**src/rtl/booth_pkg.sv**
```systemverilog
package booth_pkg;

  typedef enum logic [2:0] {
    ST_IDLE,
    ST_LOAD,
    ST_STEP,
    ST_DONE,
    ST_HOLD
  } booth_state_t;

  typedef enum logic [1:0] {
    OP_KEEP,
    OP_ADD,
    OP_SUB
  } booth_op_t;

  // Radix-2 recoding of {current bit, previously shifted-out bit}
  function automatic booth_op_t recode_pair(input logic cur_bit, input logic prev_bit);
    case ({cur_bit, prev_bit})
      2'b10:   return OP_SUB;
      2'b01:   return OP_ADD;
      default: return OP_KEEP;
    endcase
  endfunction

endpackage

```
**src/rtl/booth_recode.sv**
```systemverilog
module booth_recode #(
  parameter int W = 8
) (
  input  logic [W-1:0] acc_i,
  input  logic [W-1:0] mcand_i,
  input  logic         cur_bit_i,
  input  logic         prev_bit_i,
  output logic [W:0]   sum_o,
  output booth_pkg::booth_op_t op_o
);
  import booth_pkg::*;

  logic [W:0] acc_x;
  logic [W:0] mc_x;

  // sign extension to W+1 bits keeps the sign through the shift
  assign acc_x = {acc_i[W-1], acc_i};
  assign mc_x  = {mcand_i[W-1], mcand_i};
  assign op_o  = recode_pair(cur_bit_i, prev_bit_i);

  always_comb begin
    case (op_o)
      OP_ADD:  sum_o = acc_x + mc_x;
      OP_SUB:  sum_o = acc_x - mc_x;
      default: sum_o = acc_x;
    endcase
  end

endmodule

```
**src/rtl/booth_datapath.sv**
```systemverilog
module booth_datapath #(
  parameter int W = 8
) (
  input  logic           clk,
  input  logic           rst,
  input  logic           ld_i,
  input  logic           step_i,
  input  logic [W-1:0]   mcand_i,
  input  logic [W-1:0]   mplier_i,
  output logic [2*W-1:0] product_o
);
  import booth_pkg::*;

  logic [W-1:0] mreg;
  logic [W-1:0] acc;
  logic [W-1:0] qreg;
  logic         qm1;
  logic [W:0]   sum;
  booth_op_t    op;

  // named event wires for the assertions
  logic keep_evt;
  assign keep_evt = step_i && (qreg[0] == qm1);

  booth_recode #(.W(W)) i_recode (
    .acc_i     (acc),
    .mcand_i   (mreg),
    .cur_bit_i (qreg[0]),
    .prev_bit_i(qm1),
    .sum_o     (sum),
    .op_o      (op)
  );

  always_ff @(posedge clk) begin
    if (rst) begin
      mreg <= '0;
      acc  <= '0;
      qreg <= '0;
      qm1  <= 1'b0;
    end else if (ld_i) begin
      mreg <= mcand_i;
      acc  <= '0;
      qreg <= mplier_i;
      qm1  <= 1'b0;
    end else if (step_i) begin
      acc  <= sum[W:1];
      qreg <= {sum[0], qreg[W-1:1]};
      qm1  <= qreg[0];
    end
  end

  assign product_o = {acc, qreg};

  p_load_r2: assert property (@(posedge clk) disable iff (rst)
    ld_i |=> (acc == '0) && (qm1 == 1'b0) && (mreg == $past(mcand_i)) && (qreg == $past(mplier_i)));

  p_shift_chain_r4: assert property (@(posedge clk) disable iff (rst)
    step_i |=> (qreg[W-2:0] == $past(qreg[W-1:1])) && (qm1 == $past(qreg[0])));

  p_sign_keep_r4: assert property (@(posedge clk) disable iff (rst)
    step_i |=> acc[W-1] == $past(sum[W]));

  p_no_arith_r3: assert property (@(posedge clk) disable iff (rst)
    keep_evt |=> acc == $past({acc[W-1], acc[W-1:1]}));

  p_hold_r9: assert property (@(posedge clk) disable iff (rst)
    (!ld_i && !step_i) |=> $stable(product_o));

endmodule

```
**src/rtl/booth_ctrl.sv**
```systemverilog
module booth_ctrl #(
  parameter int W = 8
) (
  input  logic clk,
  input  logic rst,
  input  logic start_i,
  output logic ld_o,
  output logic step_o,
  output logic busy_o,
  output logic done_o
);
  import booth_pkg::*;

  localparam int CNT_W = (W > 1) ? $clog2(W) : 1;
  localparam logic [CNT_W-1:0] LAST = CNT_W'(W - 1);

  booth_state_t state;
  logic [CNT_W-1:0] cnt;
  logic last_step;

  assign ld_o      = (state == ST_LOAD);
  assign step_o    = (state == ST_STEP);
  assign busy_o    = ld_o || step_o;
  assign done_o    = (state == ST_DONE) || (state == ST_HOLD);
  assign last_step = step_o && (cnt == LAST);

  always_ff @(posedge clk) begin
    if (rst) begin
      state <= ST_IDLE;
      cnt   <= '0;
    end else begin
      case (state)
        ST_IDLE: if (start_i) state <= ST_LOAD;
        ST_LOAD: begin
          cnt   <= '0;
          state <= ST_STEP;
        end
        ST_STEP: begin
          cnt <= cnt + 1'b1;
          if (cnt == LAST) state <= ST_DONE;
        end
        ST_DONE: state <= start_i ? ST_HOLD : ST_IDLE;
        ST_HOLD: if (!start_i) state <= ST_IDLE;
        default: state <= ST_IDLE;
      endcase
    end
  end

  p_excl_r9: assert property (@(posedge clk) disable iff (rst)
    !(busy_o && done_o));

  p_press_r2: assert property (@(posedge clk) disable iff (rst)
    (state == ST_IDLE && start_i) |=> ld_o);

  p_finish_r6: assert property (@(posedge clk) disable iff (rst)
    last_step |=> done_o);

  p_once_r7: assert property (@(posedge clk) disable iff (rst)
    (done_o && start_i) |=> (done_o && !busy_o));

  p_release_r8: assert property (@(posedge clk) disable iff (rst)
    (done_o && !start_i) |=> (!done_o && !busy_o));

endmodule

```
**src/rtl/booth_mult.sv**
```systemverilog
module booth_mult #(
  parameter int W = 8
) (
  input  logic           clk,
  input  logic           rst,
  input  logic           start_i,
  input  logic [W-1:0]   mcand_i,
  input  logic [W-1:0]   mplier_i,
  output logic [2*W-1:0] product_o,
  output logic           busy_o,
  output logic           done_o
);

  logic ld;
  logic step;

  booth_ctrl #(.W(W)) i_ctrl (
    .clk    (clk),
    .rst    (rst),
    .start_i(start_i),
    .ld_o   (ld),
    .step_o (step),
    .busy_o (busy_o),
    .done_o (done_o)
  );

  booth_datapath #(.W(W)) i_dp (
    .clk      (clk),
    .rst      (rst),
    .ld_i     (ld),
    .step_i   (step),
    .mcand_i  (mcand_i),
    .mplier_i (mplier_i),
    .product_o(product_o)
  );

  p_reset_r1: assert property (@(posedge clk)
    rst |=> (product_o == '0) && !busy_o && !done_o);

endmodule

```
**config.mk**
```make
export PLATFORM = sky130hd
export DESIGN_NAME = booth_mult
export DESIGN_NICKNAME = d
export VERILOG_FILES = /design/src/rtl/booth_pkg.sv /design/src/rtl/booth_recode.sv /design/src/rtl/booth_datapath.sv /design/src/rtl/booth_ctrl.sv /design/src/rtl/booth_mult.sv
export SDC_FILE = /design/constraint.sdc
export NUM_CORES = 1
export LEC_CHECK = 0
export BUFFER_PORTS_ARGS = -buffer_cell sky130_fd_sc_hd__buf_2
export CAP_MARGIN = 25
export CORE_AREA = 2 2 61 92
export CTS_CLUSTER_DIAMETER = 60
export DETAILED_ROUTE_END_ITERATION = 16
export DIE_AREA = 0 0 63 94
export PLACE_DENSITY = 0.66
export SLEW_MARGIN = 20
export SYNTH_ARGS = -nofsm -noshare
export SYNTH_HDL_FRONTEND = slang
export SYNTH_SLANG_ARGS = --single-unit
```
**constraint.sdc**
```tcl
create_clock -name clk -period 3.17 [get_ports clk]
set_input_delay 0.317 -clock clk [delete_from_list [all_inputs] [get_ports clk]]
set_output_delay 0.317 -clock clk [all_outputs]
set_load 0.02 [all_outputs]
```
======== Word-level counts from Yosys, hierarchy flattened ========
Cells that the tools add are included.
storage, ports and cells
  input bits .............................. 19
  output and inout bits ................... 18
  register bits after elaboration ......... 31
  word-level logic and storage cells ...... 40
cells by class
  eq/ne operators ......................... 12
  add/subtract/negate cells ............... 3
  reductions and logical operators ........ 8
  mux-type cells .......................... 10
operator list
  operator                                                               count
  9-bit case mux with 2 select lines                                     1
  8-bit two-way mux                                                      2
  3-bit case mux with 5 select lines                                     1
  3-bit two-way mux                                                      4
  8-bit by 8-bit adder with 9-bit output                                 1
  8-bit by 8-bit subtractor with 9-bit output                            1
  3-bit by 2-bit equality test with 1-bit output, second input constant  2
  3-bit equality test, second input constant                             2
  2-bit != test, second input constant                                   3
  3-bit case mux with 2 select lines                                     1
  2-bit by 1-bit equality test with 1-bit output, second input constant  2
  2-bit equality test, second input constant                             2
  2-bit case mux with 2 select lines                                     1
  2-bit nonzero test                                                     2
  3-bit by 1-bit adder with 3-bit output, second input constant          1
  3-bit by 1-bit equality test with 1-bit output, second input constant  1
  3-bit logical NOT                                                      1
  3-bit AND reduction                                                    1
  1-bit logical OR                                                       2
  2-bit AND reduction                                                    1
  2-bit OR reduction                                                     1

======== Longest topological paths before layout ========
  depth after elaboration ................. 6
  depth in mapped cells ................... 12
  depth with buffers taken out ............ 11

======== Modules after synthesis ========
A second synthesis with hierarchy kept.
unflattened totals
  cell total of the unflattened synthesis .. 224
  area, all modules ....................... 2030.7 um^2
modules (own cells, without submodules)
  module          sequential area each (um^2)  instances  area an instance (um^2)  cells each
  booth_datapath  500.5                        1          1001.0                   92
  booth_recode    0.0                          1          681.9                    97
  booth_ctrl      120.1                        1          347.8                    35

======== Least setup slack after synthesis ========
No wires, ideal clock.
  path kind ............................... register -> register
  from .................................... reg i_dp.mreg[2]
  to ...................................... reg i_dp.acc[7]
  stages on the path, launching flop included .. 12
  required time ........................... 3050 ps
  clock period less this slack ............ 2694 ps
  arrival time ............................ 2575 ps
  path buffers ............................ 0
  library setup time ...................... 120 ps
  path slack .............................. 476 ps
  path through ............................ dfxtp_1 nor2_1 nor4b_1 nor2_1 xnor2_1 ha_1 a21o_1 and3_1 a2111oi_0 mux2i_1 xnor2_1 nor2_1
between the ends
  longest elaborated chain between the ends .. 2
  elaborated cells between the ends (all ways) .. 3
  those cells by class .................... 2 x add/sub; 1 x mux
ends and longest elaborated chain
  item                                                                                                          line                                    text
  start: declaration                                                                                            booth_datapath.sv:14                    logic [W-1:0] mreg;
  start signal: assignment                                                                                      booth_datapath.sv:41                    mreg <= mcand_i;
  8-bit by 8-bit subtractor with 9-bit output / 8-bit by 8-bit adder with 9-bit output (equally long branches)  booth_recode.sv:24, booth_recode.sv:23
  9-bit case mux with 2 select lines (*)                                                                        booth_recode.sv:22                      case (op_o)
  end signal: assignment                                                                                        booth_datapath.sv:46                    acc <= sum[W:1];
  end: declaration                                                                                              booth_datapath.sv:15                    logic [W-1:0] acc;
Every way passes the cells marked *; elsewhere a longest branch is shown, timed or not.
A chain may end at the register's enable or synchronous reset.

======== Worst setup path in the final report ========
Ends and elaborated chain as after synthesis.

==> run_results.csv <==
group,metric,value,unit
setup_path,worstPathArrival,3.05,ns
synth,yosys_warnings,0,
min_path,hold_path.class,"in -> reg",
clock_tree,cts_setup_buffers,0,
pwr,p_int,0.803,mW
floorplanning,start_util,0.346,
final_layout,final_common_cell,"buf_2",
route,totalWireLength,4.03,mm
synth,syn_area,1760,sq um
timing,maxSlewHeadroom,0.613,
min_path,holdPathStages,3,
synth,synth_top_area_share,0.352,
final_layout,multi_input_area,1060,sq um
route,drcViolationCount,0,
final_layout,design_area,2090,sq um
setup_path,critPathLaunchType,"register",
timing,setup_violations,0,
run,drv_cap,0,
timing,rsz0062_at_grt,"false",
pwr,powerDensity,574,nW/um^2
final_layout,fillers,547,
setup_path,path_max_fanout,8,
synth,ys_types,41,
timing,tightestPinTransition,0.580,ns
synth,post_synth.cell_area_avg,8.01,sq um
placed_design,dpl-instance-area,1970,sq um
placed_design,globalplace.congestion,0.831,
grt,antenna_found_initial,0,
clock_tree,clk_pin_slew,0.07,ns
pwr,leakagePower,0.888,nW
timing,min_period_over_period,0.908,
clock_tree,cts_buffers,5,
synth,ys_ff_latch,31,
placed_design,hpwl,2.95,mm
clock_tree,clockBufferDepth,2,
floorplanning,die_y,94,um
grt,grt_first_pass_wirelength,6.81,mm
pwr,p_seq_frac,0.373,
clock_tree,ctsResizeCount,0,
pwr,power.share.clock,0.330,
grt,gr-usage-all-layers,0.147,
timing,tns,0,ns
setup_path,worstReg2RegStart,"i_dp.mreg[2]$_SDFFE_PP0P_",
synth,syn_inst,220,
clock_tree,clock-sinks,31,
setup_path,r2r_slack,0.29,ns
setup_path,critPathCaptureType,"register",
floorplanning,die_x,63,um
grt,grt_pass1_vias,1501,
run_status,status,"complete, no violations",
placed_design,numPortBuffers,36,
pwr,p_sw_frac,0.330,
final_layout,drive_above_1_share,0.190,
clock_tree,insertion_delay,0.30,ns
clock_tree,hold_buffers,0,
setup_path,crit_required,3.34,ns
synth,synth_ff_type,"dfxtp_1",
synth,netlist_top_cells_area,"dfxtp_1, ha_1, a21oi_1, nand2_1, nor2_1",
pwr,p_switching,0.396,mW
synth,ys_seq_area_frac,0.352,
floorplanning,ios,37,
route,drt_iter0_drc,30,
timing,clock_skew,0.00711,ns
final_layout,diodes,0,
floorplanning,dieArea,5920,sq um
final_layout,regArea,621,sq um
final_layout,final_cell_mix,"buf_2, dfxtp_1, nor2_1, nand2_1, a21oi_1",
floorplanning,placementRows,32,
timing,slew_viol_final,0,
timing,setup_ws,0.293,ns
min_path,hold_path_end,"i_dp.mreg[3]$_SDFFE_PP0P_",
final_layout,nets,283,
pwr,ir_worst_vdd,0.346,mV
timing,hold_violations,0,
synth,async_flop_share,0,
floorplanning,core_area,5080,sq um
synth,synth_edf_count,0,
route,dr.pass1.iters,4,
placed_design,dp_slack,0.235,ns
route,vias,1595,
final_layout,syn2layout_area_growth,18.6,%
clock_tree,root_buffer,"clkbuf_8",
timing,fmax,348,MHz
pwr,pwr-share-comb,0.296,
setup_path,crit_type,"reg -> reg",
synth,syn_nets,252,
setup_path,reg2regPathDepth,11,
setup_path,reg2reg_to,"i_dp.acc[7]$_SDFFE_PP0P_",
route,vias_per_cell,4.98,
route,post_drt_wl_per_cell,12.6,um
timing,final.min_clock_period,2.88,ns
grt,grt_max_degree,25,
grt,grt_overflow,0,
min_path,holdCritStartpoint,"mcand_i[3]",
clock_tree,cts_max_level,2,
clock_tree,tritoncts,"built",
route,antenna_left,0,
synth,yosys.area.top_type,"dfxtp_1",
==> cell usage after synthesis (2+ instances only) <==
master,instances
nor3_1,9
nand3b_1,2
ha_1,12
nand2b_1,4
clkbuf_1,8
dfxtp_1,31
nor4b_1,2
mux2i_1,6
a31oi_1,3
nand2_1,28
inv_1,5
xnor2_1,12
o21ai_0,6
nor3b_1,2
o22ai_1,7
a211oi_1,2
nor2_1,28
a21oi_1,23
nand3_1,4
a22oi_1,3
buf_2,3
==> metal layers <==
| metal | vias to the layer above | GRT usage | wire length (um) |
|---|---|---|---|
| met5 | - | 0 | 0 |
| met4 | 0 | 0.0778 | 95 |
| met3 | 6 | 0.0324 | 185 |
| met2 | 40 | 0.270 | 2060 |
| met1 | 718 | 0.153 | 1690 |
| li1 | 831 | - | - |
==> worst max path at each step <==
| stage | from | endpoint | cells after the start |
|---|---|---|---|
| after CTS | i_dp.mreg[2]$_SDFFE_PP0P_ | i_dp.acc[7]$_SDFFE_PP0P_ | 11 |
| after global placement | i_dp.mreg[2]$_SDFFE_PP0P_ | i_dp.acc[7]$_SDFFE_PP0P_ | 11 |
| after detailed placement | i_dp.mreg[2]$_SDFFE_PP0P_ | i_dp.acc[7]$_SDFFE_PP0P_ | 11 |
| after global routing | i_dp.mreg[2]$_SDFFE_PP0P_ | i_dp.acc[7]$_SDFFE_PP0P_ | 11 |
| after floorplan | i_dp.mreg[2]$_SDFFE_PP0P_ | i_dp.acc[7]$_SDFFE_PP0P_ | 11 |
| final | i_dp.mreg[2]$_SDFFE_PP0P_ | i_dp.acc[7]$_SDFFE_PP0P_ | 11 |
==> power groups by stage <==
stage | Sequential [mW] | Combinational [mW] | Clock (mW)
after floorplan | 0.470 | 0.258 | 0
after global placement | 0.456 | 0.348 | 0
after detailed placement | 0.457 | 0.353 | 0
after CTS | 0.448 | 0.356 | 0.403
after global routing | 0.453 | 0.397 | 0.416
final | 0.448 | 0.355 | 0.396
==> metrics by stage <==
step                utilization  hold WS (ns)  total power [mW]  cells
CTS                       0.410         0.255              1.21    320
finish                    0.411         0.255              1.20    320
global placement          0.388         0.444             0.804    312
detailed placement        0.388         0.462             0.810    312
global route              0.411         0.259              1.27    320
floorplan                     -         0.394             0.729    220
==> kinds of logic after synthesis <==
| group | synth area share |
|---|---|
| flops | 0.352 |
| xor+xnor | 0.0646 |
| compound gates | 0.171 |
| buf+inv | 0.0490 |
| mux | 0.0341 |
| fa+ha+maj | 0.0966 |
| simple gates | 0.232 |
==> final cells by class <==
| type | count | area share |
|---|---|---|
| multi-input combinational | 170 | 0.508 |
| sequential | 31 | 0.297 |
| tap | 68 | 0.0407 |
| timing repair buffer | 37 | 0.0898 |
| clock inverter | 3 | 0.0210 |
| clock buffer | 5 | 0.0329 |
| inverter | 6 | 0.0108 |
==> worst max-delay path, stage by stage, from the launching register on <==
cell	delay, ns
dfxtp_1	0.34
nor2_1	0.22
nor4b_2	0.28
nor2_1	0.08
xnor2_1	0.13
ha_1	0.37
a21o_1	0.22
and3_1	0.18
a2111oi_0	0.47
mux2i_1	0.27
xnor2_1	0.13
nor2_1	0.05
==> flip-flops by register name (all words and copies together), names as in the netlist <==
signal        cells
i_dp.acc          8
i_dp.mreg         8
i_dp.qreg         8
i_ctrl.cnt        3
i_ctrl.state      3
i_dp.qm1          1
Power figures use the tool's default switching activity.
